### config.mk
export PLATFORM = sky130hd
export DESIGN_NAME = trim_prog_ctrl
export DESIGN_NICKNAME = d
export VERILOG_FILES = /design/src/rtl/trim_pkg.sv /design/src/rtl/trim_seq.sv /design/src/rtl/trim_fuse_bank.sv /design/src/rtl/trim_prog_ctrl.sv
export SDC_FILE = /design/constraint.sdc
export NUM_CORES = 1
export LEC_CHECK = 0
export CAP_MARGIN = 30
export CELL_PAD_IN_SITES_DETAIL_PLACEMENT = 2
export CELL_PAD_IN_SITES_GLOBAL_PLACEMENT = 2
export CORE_UTILIZATION = 35
export CTS_CLUSTER_SIZE = 16
export DETAILED_ROUTE_END_ITERATION = 16
export PLACE_DENSITY_LB_ADDON = 0.1
export SLEW_MARGIN = 5
export SYNTH_ARGS = -nofsm -noshare
export SYNTH_HDL_FRONTEND = slang
export SYNTH_SLANG_ARGS = --single-unit
### constraint.sdc
create_clock -name clk -period 5.6 [get_ports clk]
set_input_delay 0.56 -clock clk [delete_from_list [all_inputs] [get_ports clk]]
set_output_delay 0.56 -clock clk [all_outputs]
set_load 0.02 [all_outputs]
### src/rtl/trim_pkg.sv
// Package: shared types and sizes for the fuse trim programming controller.
// Assumes: state encoding is observed at the top port, so values are fixed.
package trim_pkg;
    localparam int KEY_W = 2;

    typedef enum logic [2:0] {
        ST_INIT = 3'd0,
        ST_SEL  = 3'd1,
        ST_ADDR = 3'd2,
        ST_HALT = 3'd3,
        ST_VOID = 3'd4
    } prog_state_e;
endpackage

### src/rtl/trim_seq.sv
// Module: pulse-count sequencer. Walks Initial -> Selection -> Addressing,
// counts the key and the trial code, and raises blow_go for a high pulse
// in Addressing. Assumes mid_evt and high_evt are single-cycle strobes;
// a high pulse wins if both arrive together.
module trim_seq
    import trim_pkg::*;
#(
    parameter int CODE_W   = 6,
    parameter int NUM_REGS = 2
) (
    input  logic              clk,
    input  logic              rst_n,
    input  logic              mid_evt,
    input  logic              high_evt,
    input  logic              locked,
    output prog_state_e       state,
    output logic [KEY_W-1:0]  key,
    output logic [CODE_W-1:0] trial,
    output logic              blow_go
);
    localparam logic [KEY_W-1:0]  KEY_MAX  = '1;
    localparam logic [CODE_W-1:0] CODE_MAX = '1;

    logic key_ok;
    assign key_ok  = (key != '0) && (int'(key) <= NUM_REGS);
    assign blow_go = (state == ST_ADDR) && high_evt;

    // State transitions driven by high pulses.
    always_ff @(posedge clk) begin
        if (!rst_n) begin
            state <= ST_INIT;
        end else if (high_evt) begin
            unique case (state)
                ST_INIT: if (!locked) state <= ST_SEL;
                ST_SEL:  state <= key_ok ? ST_ADDR : ST_VOID;
                ST_ADDR: state <= ST_HALT;
                default: state <= state;
            endcase
        end
    end

    // Key and trial code counters driven by mid pulses, both saturating.
    always_ff @(posedge clk) begin
        if (!rst_n) begin
            key   <= '0;
            trial <= '0;
        end else if (mid_evt && !high_evt) begin
            if (state == ST_SEL && key != KEY_MAX)    key   <= key + 1'b1;
            if (state == ST_ADDR && trial != CODE_MAX) trial <= trial + 1'b1;
        end
    end

    a_r4_code_step: assert property (@(posedge clk) disable iff (!rst_n)
        (state == ST_ADDR && mid_evt && !high_evt && trial != CODE_MAX)
        |=> trial == CODE_W'($past(trial) + 1'b1));
    a_r6_halt_sticky: assert property (@(posedge clk) disable iff (!rst_n)
        (state == ST_HALT) |=> (state == ST_HALT));
    a_r3_void_sticky: assert property (@(posedge clk) disable iff (!rst_n)
        (state == ST_VOID) |=> (state == ST_VOID && $stable(trial)));
    a_r9_lock_holds: assert property (@(posedge clk) disable iff (!rst_n)
        (locked && state == ST_INIT) |=> (state == ST_INIT));
endmodule

### src/rtl/trim_fuse_bank.sv
// Module: non-volatile fuse store and blow command issue. Fuses are cleared
// only by fuse_init_n; the blow command and error flag are volatile.
// Assumes blow_go arrives only with a valid key (1..NUM_REGS).
module trim_fuse_bank
    import trim_pkg::*;
#(
    parameter int CODE_W   = 6,
    parameter int NUM_REGS = 2,
    localparam int BIT_W   = $clog2(CODE_W)
) (
    input  logic                            clk,
    input  logic                            rst_n,
    input  logic                            fuse_init_n,
    input  logic                            blow_go,
    input  logic [KEY_W-1:0]                key,
    input  logic [CODE_W-1:0]               trial,
    output logic [NUM_REGS-1:0][CODE_W-1:0] fuse_q,
    output logic                            blow_req,
    output logic [BIT_W-1:0]                blow_bit,
    output logic [KEY_W-1:0]                blow_reg,
    output logic                            blow_err
);
    logic             one_hot;
    logic [BIT_W-1:0] bit_idx;

    assign one_hot = $onehot(trial);

    // Encode the index of the single set trial bit.
    always_comb begin
        bit_idx = '0;
        for (int i = 0; i < CODE_W; i++)
            if (trial[i]) bit_idx = BIT_W'(i);
    end

    // One fuse word per register, ORed with the accepted blow.
    for (genvar g = 0; g < NUM_REGS; g++) begin : g_fuse
        always_ff @(posedge clk) begin
            if (!fuse_init_n)
                fuse_q[g] <= '0;
            else if (blow_go && one_hot && key == KEY_W'(g + 1))
                fuse_q[g] <= fuse_q[g] | trial;
        end
    end

    // Blow command strobe, its address, and the sticky rejection flag.
    always_ff @(posedge clk) begin
        if (!rst_n) begin
            blow_req <= 1'b0;
            blow_bit <= '0;
            blow_reg <= '0;
            blow_err <= 1'b0;
        end else begin
            blow_req <= blow_go && one_hot;
            if (blow_go && one_hot) begin
                blow_bit <= bit_idx;
                blow_reg <= key;
            end
            if (blow_go && !one_hot) blow_err <= 1'b1;
        end
    end

    a_r8_fuse_keep: assert property (@(posedge clk) disable iff (!fuse_init_n)
        1'b1 |=> ((fuse_q & $past(fuse_q)) == $past(fuse_q)));
    a_r5_single_strobe: assert property (@(posedge clk) disable iff (!rst_n)
        blow_req |=> !blow_req);
    a_r7_req_err_exclusive: assert property (@(posedge clk) disable iff (!rst_n)
        !(blow_req && blow_err));
endmodule

### src/rtl/trim_prog_ctrl.sv
// Module: top of the fuse trim programming controller. Joins the sequencer
// and the fuse bank, and forms the effective DAC codes as fuses OR trial.
// Assumes register 1 is sensitivity and register 2 holds offset bits below
// the top bit, which is the lock fuse.
module trim_prog_ctrl
    import trim_pkg::*;
#(
    parameter int CODE_W   = 6,
    parameter int NUM_REGS = 2,
    localparam int BIT_W   = $clog2(CODE_W)
) (
    input  logic              clk,
    input  logic              rst_n,
    input  logic              fuse_init_n,
    input  logic              mid_evt,
    input  logic              high_evt,
    output logic [CODE_W-1:0] sens_code,
    output logic [CODE_W-2:0] voq_code,
    output logic              locked,
    output logic              blow_req,
    output logic [BIT_W-1:0]  blow_bit,
    output logic [KEY_W-1:0]  blow_reg,
    output logic              blow_err,
    output logic [2:0]        state
);
    prog_state_e                     st;
    logic [KEY_W-1:0]                key;
    logic [CODE_W-1:0]               trial;
    logic                            blow_go;
    logic [NUM_REGS-1:0][CODE_W-1:0] fuse_q;
    logic [CODE_W-1:0]               trial_s, trial_q;

    trim_seq #(.CODE_W(CODE_W), .NUM_REGS(NUM_REGS)) u_seq (
        .clk(clk), .rst_n(rst_n), .mid_evt(mid_evt), .high_evt(high_evt),
        .locked(locked), .state(st), .key(key), .trial(trial),
        .blow_go(blow_go)
    );

    trim_fuse_bank #(.CODE_W(CODE_W), .NUM_REGS(NUM_REGS)) u_bank (
        .clk(clk), .rst_n(rst_n), .fuse_init_n(fuse_init_n),
        .blow_go(blow_go), .key(key), .trial(trial), .fuse_q(fuse_q),
        .blow_req(blow_req), .blow_bit(blow_bit), .blow_reg(blow_reg),
        .blow_err(blow_err)
    );

    // Steer the trial code only to the register the key selected.
    always_comb begin
        trial_s = (key == KEY_W'(1)) ? trial : '0;
        trial_q = (key == KEY_W'(2)) ? trial : '0;
    end

    assign sens_code = fuse_q[0] | trial_s;
    assign voq_code  = fuse_q[1][CODE_W-2:0] | trial_q[CODE_W-2:0];
    assign locked    = fuse_q[1][CODE_W-1];
    assign state     = st;

    a_r1_reset_state: assert property (@(posedge clk)
        !rst_n |=> (state == 3'd0 && !blow_req && !blow_err));
endmodule

==> results of run 1 <==
## synth_stat cells (all sizes together) (3+ instances only)
cell type / number / share of area
a21o: 11 / 0.056
a21oi: 3 / 0.013
and2: 7 / 0.030
buf: 3 / 0.019
clkbuf: 3 / 0.0076
dfxtp: 30 / 0.41
ha: 10 / 0.085
inv: 10 / 0.025
mux2i: 3 / 0.020
nand2: 9 / 0.023
nand3: 4 / 0.014
nand4: 3 / 0.013
nor2: 4 / 0.010
nor2b: 3 / 0.013
o211a: 12 / 0.081
o21a: 4 / 0.020
o21ai: 5 / 0.019
xnor2: 5 / 0.030
## layer usage
| layer | part of all wire | track usage | vias to the layer above |
|---|---|---|---|
| met2 | 0.47 | 0.308 | 26 |
| met3 | 0.037 | 0.0479 | 7 |
| met1 | 0.48 | 0.222 | 561 |
| met4 | 0.016 | 0.0718 | 0 |
| met5 | 0 | 0 | - |
| li1 | - | - | 553 |
## logic make-up (layout without fill, tap and decap cells)
kind of cell,Yosys count,after routing,share of synthesized area
adder cells (fa/ha/maj),12,12,0.112
XOR/XNOR,6,6,0.0356
AO/OA/AOI/OAI,36,36,0.194
AND/OR/NAND/NOR,40,40,0.180
flip-flops,30,30,0.407
multiplexers,3,3,0.0203
buffers and inverters,16,45,0.0517
## worst min-delay path, cell delays in order, from the launching register on
cell and delay (ps):
dfxtp_1 320, nand2_1 50, o21ai_0 60
## report_power, final
part,total (uW),switching (uW),internal [uW]
clock,183,84.8,98.6
combinational,21.2,10.9,10.4
sequential,218,2.97,215
## cell type report
class	instances	area [um^2]	area share
tap	50	62.6	0.0335
sequential	30	601	0.322
clock inverter	2	12.5	0.00670
clock buffer	6	82.6	0.0442
inverter	10	37.5	0.0201
timing repair buffer	27	272	0.145
multi-input combinational	97	800	0.428
## metrics by stage
step / power (uW) / setup WS [ps] / hold slack [ps] / utilization
2_1_floorplan: 235 / 3280 / 474 / -
3_3_place_gp: 244 / 2580 / 450 / 0.437
3_5_place_dp: 244 / 2730 / 469 / 0.440
4_1_cts: 429 / 2710 / 477 / 0.463
5_1_grt: 440 / 2540 / 491 / 0.463
6_report: 423 / 2730 / 469 / 0.463
## worst paths after layout
kind,from,to,cells past startpoint
worst max register to register,u_seq.trial[2],u_bank.blow_bit[0],10
worst max-delay path,u_seq.trial[2],u_bank.blow_bit[0],10
worst min register to register,u_bank.blow_reg[1],u_bank.blow_reg[1],2
worst min-delay path,u_bank.blow_reg[1],u_bank.blow_reg[1],2
## placed cells by master, fill, tap and decap left out
| master | count |
|---|---|
| a21o_1 | 11 |
| a21oi_1 | 2 |
| a21oi_2 | 1 |
| a31oi_1 | 1 |
| and2_1 | 7 |
| and2b_1 | 1 |
| and3_1 | 1 |
| and3b_1 | 1 |
| and4b_1 | 1 |
| buf_6 | 1 |
| clkbuf_8 | 6 |
| clkdlybuf4s50_1 | 26 |
| clkinv_2 | 1 |
| clkinvlp_4 | 1 |
| dfxtp_1 | 30 |
| fa_1 | 2 |
| ha_1 | 10 |
| inv_1 | 10 |
| mux2i_1 | 3 |
| nand2_1 | 9 |
| nand3_1 | 4 |
| nand4_1 | 3 |
| nand4bb_4 | 1 |
| nor2_1 | 4 |
| nor2b_1 | 3 |
| nor3_1 | 1 |
| nor3b_1 | 1 |
| nor3b_2 | 1 |
| nor4_4 | 1 |
| nor4b_1 | 1 |
| o211a_1 | 12 |
| o21a_1 | 4 |
| o21ai_0 | 4 |
| o21ai_2 | 1 |
| xnor2_1 | 5 |
| xor2_1 | 1 |
==> flow_summary.ini, run 1 <==
[run_status]
status = complete, no violations

[route]
drtAntennaViolNets = 0
dr.pass1.iters = 4
drt-initial-drc-count = 14
vias = 1147
drt-wirelength-per-cell_um = 16.5
wl_um = 3650
viasPerCell = 5.17
drc_errors = 0

[synthesis]
yosys_warnings = 0
synth_nets = 160
yosysSeqAreaShare = 0.407
synth.cell_area_mm2 = 0.00148
async_flop_share = 0
synth_edf_count = 0
synth_ff_type = dfxtp_1
ys_ff_latch = 30
post_synth_num_cell_types = 34
netlist_instances = 143
syn-mean-instance-area_um2 = 10.3

[timing]
worstMarginPinSlew_ps = 750
tns_ps = 0
slew_violations = 0
timing_hold_violations_final = 0
slew_headroom = 0.499
fmax_mhz = 348
grt_setup_unrepaired = false
fin_crit_ps = 2870
setup_violations = 0
min_period_over_period = 0.513
fin_skew_ps = 8.70

[finish]
largest_reg_flops = 12
finalNonFillerCells = 222
area_growth_pct = 26.4
antenna_cells = 0
fin_area_mm2 = 0.00187
reg_top3 = u_bank.fuse_q x12, u_seq.trial x6
fillCellCount = 428
layout.nets = 188
drive_above_1_share = 0.0814
regMostFlops = u_bank.fuse_q

[grt]
grt_pass1_vias = 1213
track_usage = 0.184
grt_pass1_wl_um = 6000
grt_max_degree = 23
grt_overflow = 0
antenna_found_initial = 0

[power_and_ir_drop]
powerDensity_mw_per_mm2 = 226
max-vdd-ir-drop_uv = 128
p_leak_uw = 0.000961

[placed_design]
dp_cells = 214
portBuffers = 26
gp_congestion = 0.783
placed_area_mm2 = 0.00177
hpwl_um = 2690

[hold_path]
holdCritPathClass = reg -> reg

[clock_network]
cts_sinks = 30
htreeDepth = 2
post_cts_buffers = 0
cts_tree = built
hold_buffers = 0
numCtsBuffers = 5
clk_pin_slew_ps = 70
clockRootBuffer = clkbuf_8
clockBufferDepth = 2
clk_latency_ps = 280
cts_resized = 0

[critical_path]
criticalPathCategory = reg -> reg
reg2reg_slack_ps = 2730
setup.worst_path.start_class = flip-flop
path_max_fanout = 13
cpMostUsedCell = inv_1
required_ps = 5780
arrival_ps = 3050
max_stage_delay_ps = 630
crit_buf_inv = 4
crit_family = adder cells
slowest_stage = nor4_4
path_cells = inv_1, ha_1, inv_1, fa_1, inv_1, ha_1, nor4_4, buf_6, o21a_1, a21oi_2
endpoint_kind = flip-flop

[die]
die_w_um = 67.0
core_area_mm2 = 0.00403
io_pins = 27
fp-row-count = 23
die_h_um = 67.0
initial_core_util = 0.366
die_area_mm2 = 0.00448

[run]
cap_violations = 0
No activity file was read; power rests on OpenSTA's default activity.
==> inputs of run 2 (changes only) <==
Settings changed: CORE_UTILIZATION 35 to 32.
Clock period 5.6 ns to 2.7 ns, I/O delays scaled along.
==> run 2 against run 1 <==
Wire length grew 1.2%. Via count increased by 0.44%. First-iteration DRC count grew to 2.6 times the previous value. Critical endpoint is now u_bank.fuse_q[11]. Largest power group unchanged.
==> flow_summary.ini, run 2 (synthesis results as in run 1) <==
[run_status]
status = complete, no violations

[critical_path]
required_ps = 2920
setup.worst_path.start_class = flip-flop
criticalPathCategory = reg -> reg
path_max_fanout = 23
endpoint_kind = flip-flop
arrival_ps = 2710

[timing]
tns_ps = 0
setup_violations = 0
fin_crit_ps = 2490
fin_skew_ps = 11.3
timing_hold_violations_final = 0
worstMarginPinSlew_ps = 482
min_period_over_period = 0.921
slew_headroom = 0.678
grt_setup_unrepaired = false
fmax_mhz = 402
slew_violations = 0

[grt]
grt_max_degree = 24
grt_pass1_vias = 1252
antenna_found_initial = 0
grt_overflow = 0
track_usage = 0.168
grt_pass1_wl_um = 6180

[die]
die_h_um = 69.9
core_area_mm2 = 0.00438
initial_core_util = 0.337
fp-row-count = 24
io_pins = 27
die_area_mm2 = 0.00489
die_w_um = 69.9

[clock_network]
post_cts_buffers = 0
cts_sinks = 30
htreeDepth = 2
cts_tree = built
hold_buffers = 0
numCtsBuffers = 5
cts_resized = 0
clk_latency_ps = 290
clk_pin_slew_ps = 70
clockRootBuffer = clkbuf_8
clockBufferDepth = 2

[power_and_ir_drop]
p_leak_uw = 0.000980
powerDensity_mw_per_mm2 = 466
max-vdd-ir-drop_uv = 184

[route]
vias = 1152
wl_um = 3700
drt-initial-drc-count = 37
dr.pass1.iters = 4
drt-wirelength-per-cell_um = 16.3
drtAntennaViolNets = 0
drc_errors = 0
viasPerCell = 5.07

[finish]
layout.nets = 191
reg_top3 = u_bank.fuse_q x12, u_seq.trial x6
drive_above_1_share = 0.0914
final_common_cell = dfxtp_1
largest_reg_flops = 12
multi_input_area_um2 = 800
fillCellCount = 466
seq_area_um2 = 601
final_cell_mix = dfxtp_1, clkdlybuf4s50_1, o211a_1
area_growth_pct = 28.5
antenna_cells = 0
fin_util = 0.433
regMostFlops = u_bank.fuse_q

[hold_path]
holdCritPathClass = reg -> reg

[placed_design]
hpwl_um = 2770
portBuffers = 26
gp_congestion = 0.784

[run]
cap_violations = 0
run 2: cell types whose count changed in the layout (fill, tap and decap cells not counted), sizes merged:
cell	previous run	this run
buf	1	4
clkbuf	6	7
clkinvlp	1	0
run 2: cell type report:
cell class                      instances  area share
Clock buffer                            7      0.0455
Clock inverter                          1     0.00264
Inverter                               10      0.0198
Multi-Input combinational cell         97       0.422
Sequential cell                        30       0.317
Tap cell                               52      0.0343
Timing Repair Buffer                   30       0.160
run 2: critical path: stages, from the launching register on:
cell	delay (ps)
dfxtp_1	490
inv_1	100
ha_1	290
inv_1	50
fa_1	350
inv_1	70
ha_1	270
nor4_4	350
buf_12	200
a31oi_1	110
nor2b_1	150
run 2: report_power, final:
group | internal [uW] | switching (uW)
Clock | 206 | 179
Combinational | 22.4 | 23.7
Sequential | 446 | 6.60
Total | 674 | 209
run 2: per-layer routing:
layer  track usage  vias to the layer above  wire (um)
met4        0.0667                        0         65
met3        0.0462                        6        132
met5             0                        -          0
met2         0.304                       20       1890
met1         0.184                      569       1610
li1              -                      557          -
run 2: stage by stage:
stage | hold slack (ps) | setup slack (ps) | power [uW] | cell area, um^2 | cells
finish | 461 | 213 | 883 | 1900 | 227
CTS | 469 | 145 | 899 | 1900 | 227
global placement | 446 | 305 | 507 | 1810 | 219
floorplan | 398 | 378 | 487 | 1480 | 143
global route | 492 | 22.4 | 920 | 1900 | 227
detailed placement | 458 | 167 | 510 | 1810 | 219
run 2: final timing paths:
check / start / slack, ps / cells past startpoint / end
worst max-delay path: u_seq.trial[4] / 210 / 10 / u_bank.fuse_q[11]
worst min register to register: u_bank.blow_reg[0] / 460 / 2 / u_bank.blow_reg[0]
worst min-delay path: u_bank.blow_reg[0] / 460 / 2 / u_bank.blow_reg[0]
worst max register to register: u_seq.trial[4] / 210 / 10 / u_bank.fuse_q[11]
==> inputs of run 3 (changes only) <==
==> constraint.sdc (replaced) <==
create_clock -name clk -period 2.7 [get_ports clk]
set_input_delay 0.54 -clock clk [delete_from_list [all_inputs] [get_ports clk]]
set_output_delay 0.54 -clock clk [all_outputs]
set_load 0.02 [all_outputs]
==> run 3 against run 2 <==
Global-route usage down 0.087 points. Total power up 0.53%. Sequential power about the same. Final cell count down 0.44%. Die area unchanged. Maximum frequency down 0.42%. Cell area down 0.20%.
==> flow_summary.ini, run 3 (synthesis results as in run 1) <==
[clock_network]
cts_resized = 0
hold_buffers = 0
post_cts_buffers = 0
clockRootBuffer = clkbuf_8
htreeDepth = 2
cts_sinks = 30
clk_latency_ps = 290
cts_tree = built
clk_pin_slew_ps = 70
numCtsBuffers = 5
clockBufferDepth = 2

[timing]
fin_crit_ps = 2500
fin_skew_ps = 4.11
grt_setup_unrepaired = false
setup_violations = 0
timing_hold_violations_final = 0
fmax_mhz = 400
min_period_over_period = 0.925
slew_violations = 0
slew_headroom = 0.681
worstMarginPinSlew_ps = 477
tns_ps = 0

[route]
vias = 1157
drtAntennaViolNets = 0
drc_errors = 0
dr.pass1.iters = 4
viasPerCell = 5.12
drt-initial-drc-count = 32
wl_um = 3650
drt-wirelength-per-cell_um = 16.2

[finish]
reg_top3 = u_bank.fuse_q x12, u_seq.trial x6
multi_input_area_um2 = 800
area_growth_pct = 28.2
antenna_cells = 0
fin_area_mm2 = 0.00189
regMostFlops = u_bank.fuse_q
final_cell_mix = dfxtp_1, clkdlybuf4s50_1, o211a_1
fin_util = 0.432
largest_reg_flops = 12
layout.nets = 190
drive_above_1_share = 0.0920
seq_area_um2 = 601
fillCellCount = 463
final_common_cell = dfxtp_1

[die]
initial_core_util = 0.337
die_w_um = 69.9
io_pins = 27
die_h_um = 69.9
die_area_mm2 = 0.00489
core_area_mm2 = 0.00438
fp-row-count = 24

[grt]
grt_pass1_wl_um = 6200
grt_max_degree = 24
antenna_found_initial = 0
grt_pass1_vias = 1262
track_usage = 0.167
grt_overflow = 0

[hold_path]
holdCritPathClass = reg -> reg

[critical_path]
criticalPathCategory = reg -> reg
setup.worst_path.start_class = flip-flop
path_max_fanout = 23
required_ps = 2880
arrival_ps = 2680
endpoint_kind = flip-flop

[run]
cap_violations = 0

[placed_design]
placed_area_mm2 = 0.00180
gp_congestion = 0.754
portBuffers = 26
hpwl_um = 2700

[power_and_ir_drop]
powerDensity_mw_per_mm2 = 469
total_power_uw = 888
p_leak_uw = 0.000973
max-vdd-ir-drop_uv = 220

[run_status]
status = complete, no violations
[run 3: layer usage]
layer  GRT usage  vias to the layer above  part of all wire  wire length (um)
li1            -                      558                 -                 -
met1       0.193                      572              0.43              1580
met2       0.297                       20              0.52              1900
met3      0.0390                        7             0.028               102
met4      0.0667                        0             0.019                69
met5           0                        -                 0                 0
[run 3: where the power goes]
group	internal (uW)	switching, uW
logic	22.4	23.0
registers	446	6.37
clock network	205	186
total	673	215
[run 3: worst paths after layout]
check	startpoint	end	slack [ps]	depth (start not counted)
setup / recovery	u_seq.trial[4]	u_bank.blow_bit[0]	200	10
setup reg to reg	u_seq.trial[4]	u_bank.blow_bit[0]	200	10
hold / removal	u_bank.blow_bit[1]	u_bank.blow_bit[1]	470	2
hold reg to reg	u_bank.blow_bit[1]	u_bank.blow_bit[1]	470	2
[run 3: area by class of cell]
class / count / area share
multi-input cells: 97 / 0.422
flip-flops and latches: 30 / 0.317
repair buffers: 29 / 0.156
clock buffers: 6 / 0.0436
well taps: 52 / 0.0344
inverters: 10 / 0.0198
clock inverters: 2 / 0.00661
[run 3: worst max-delay path, cell delays in order (launching register included)]
cell and delay [ps]:
dfxtp_1 530, inv_1 100, ha_1 290, inv_1 50, fa_1 360, inv_1 70
ha_1 260, nor4_4 330, buf_12 200, o21a_1 150, a21oi_2 50
[run 3: metrics by stage]
stage	hold WS [ps]	setup slack, ps	cells
floorplan	474	378	143
global placement	445	297	218
detailed placement	466	201	218
CTS	478	179	226
global route	489	37.1	226
finish	469	202	226
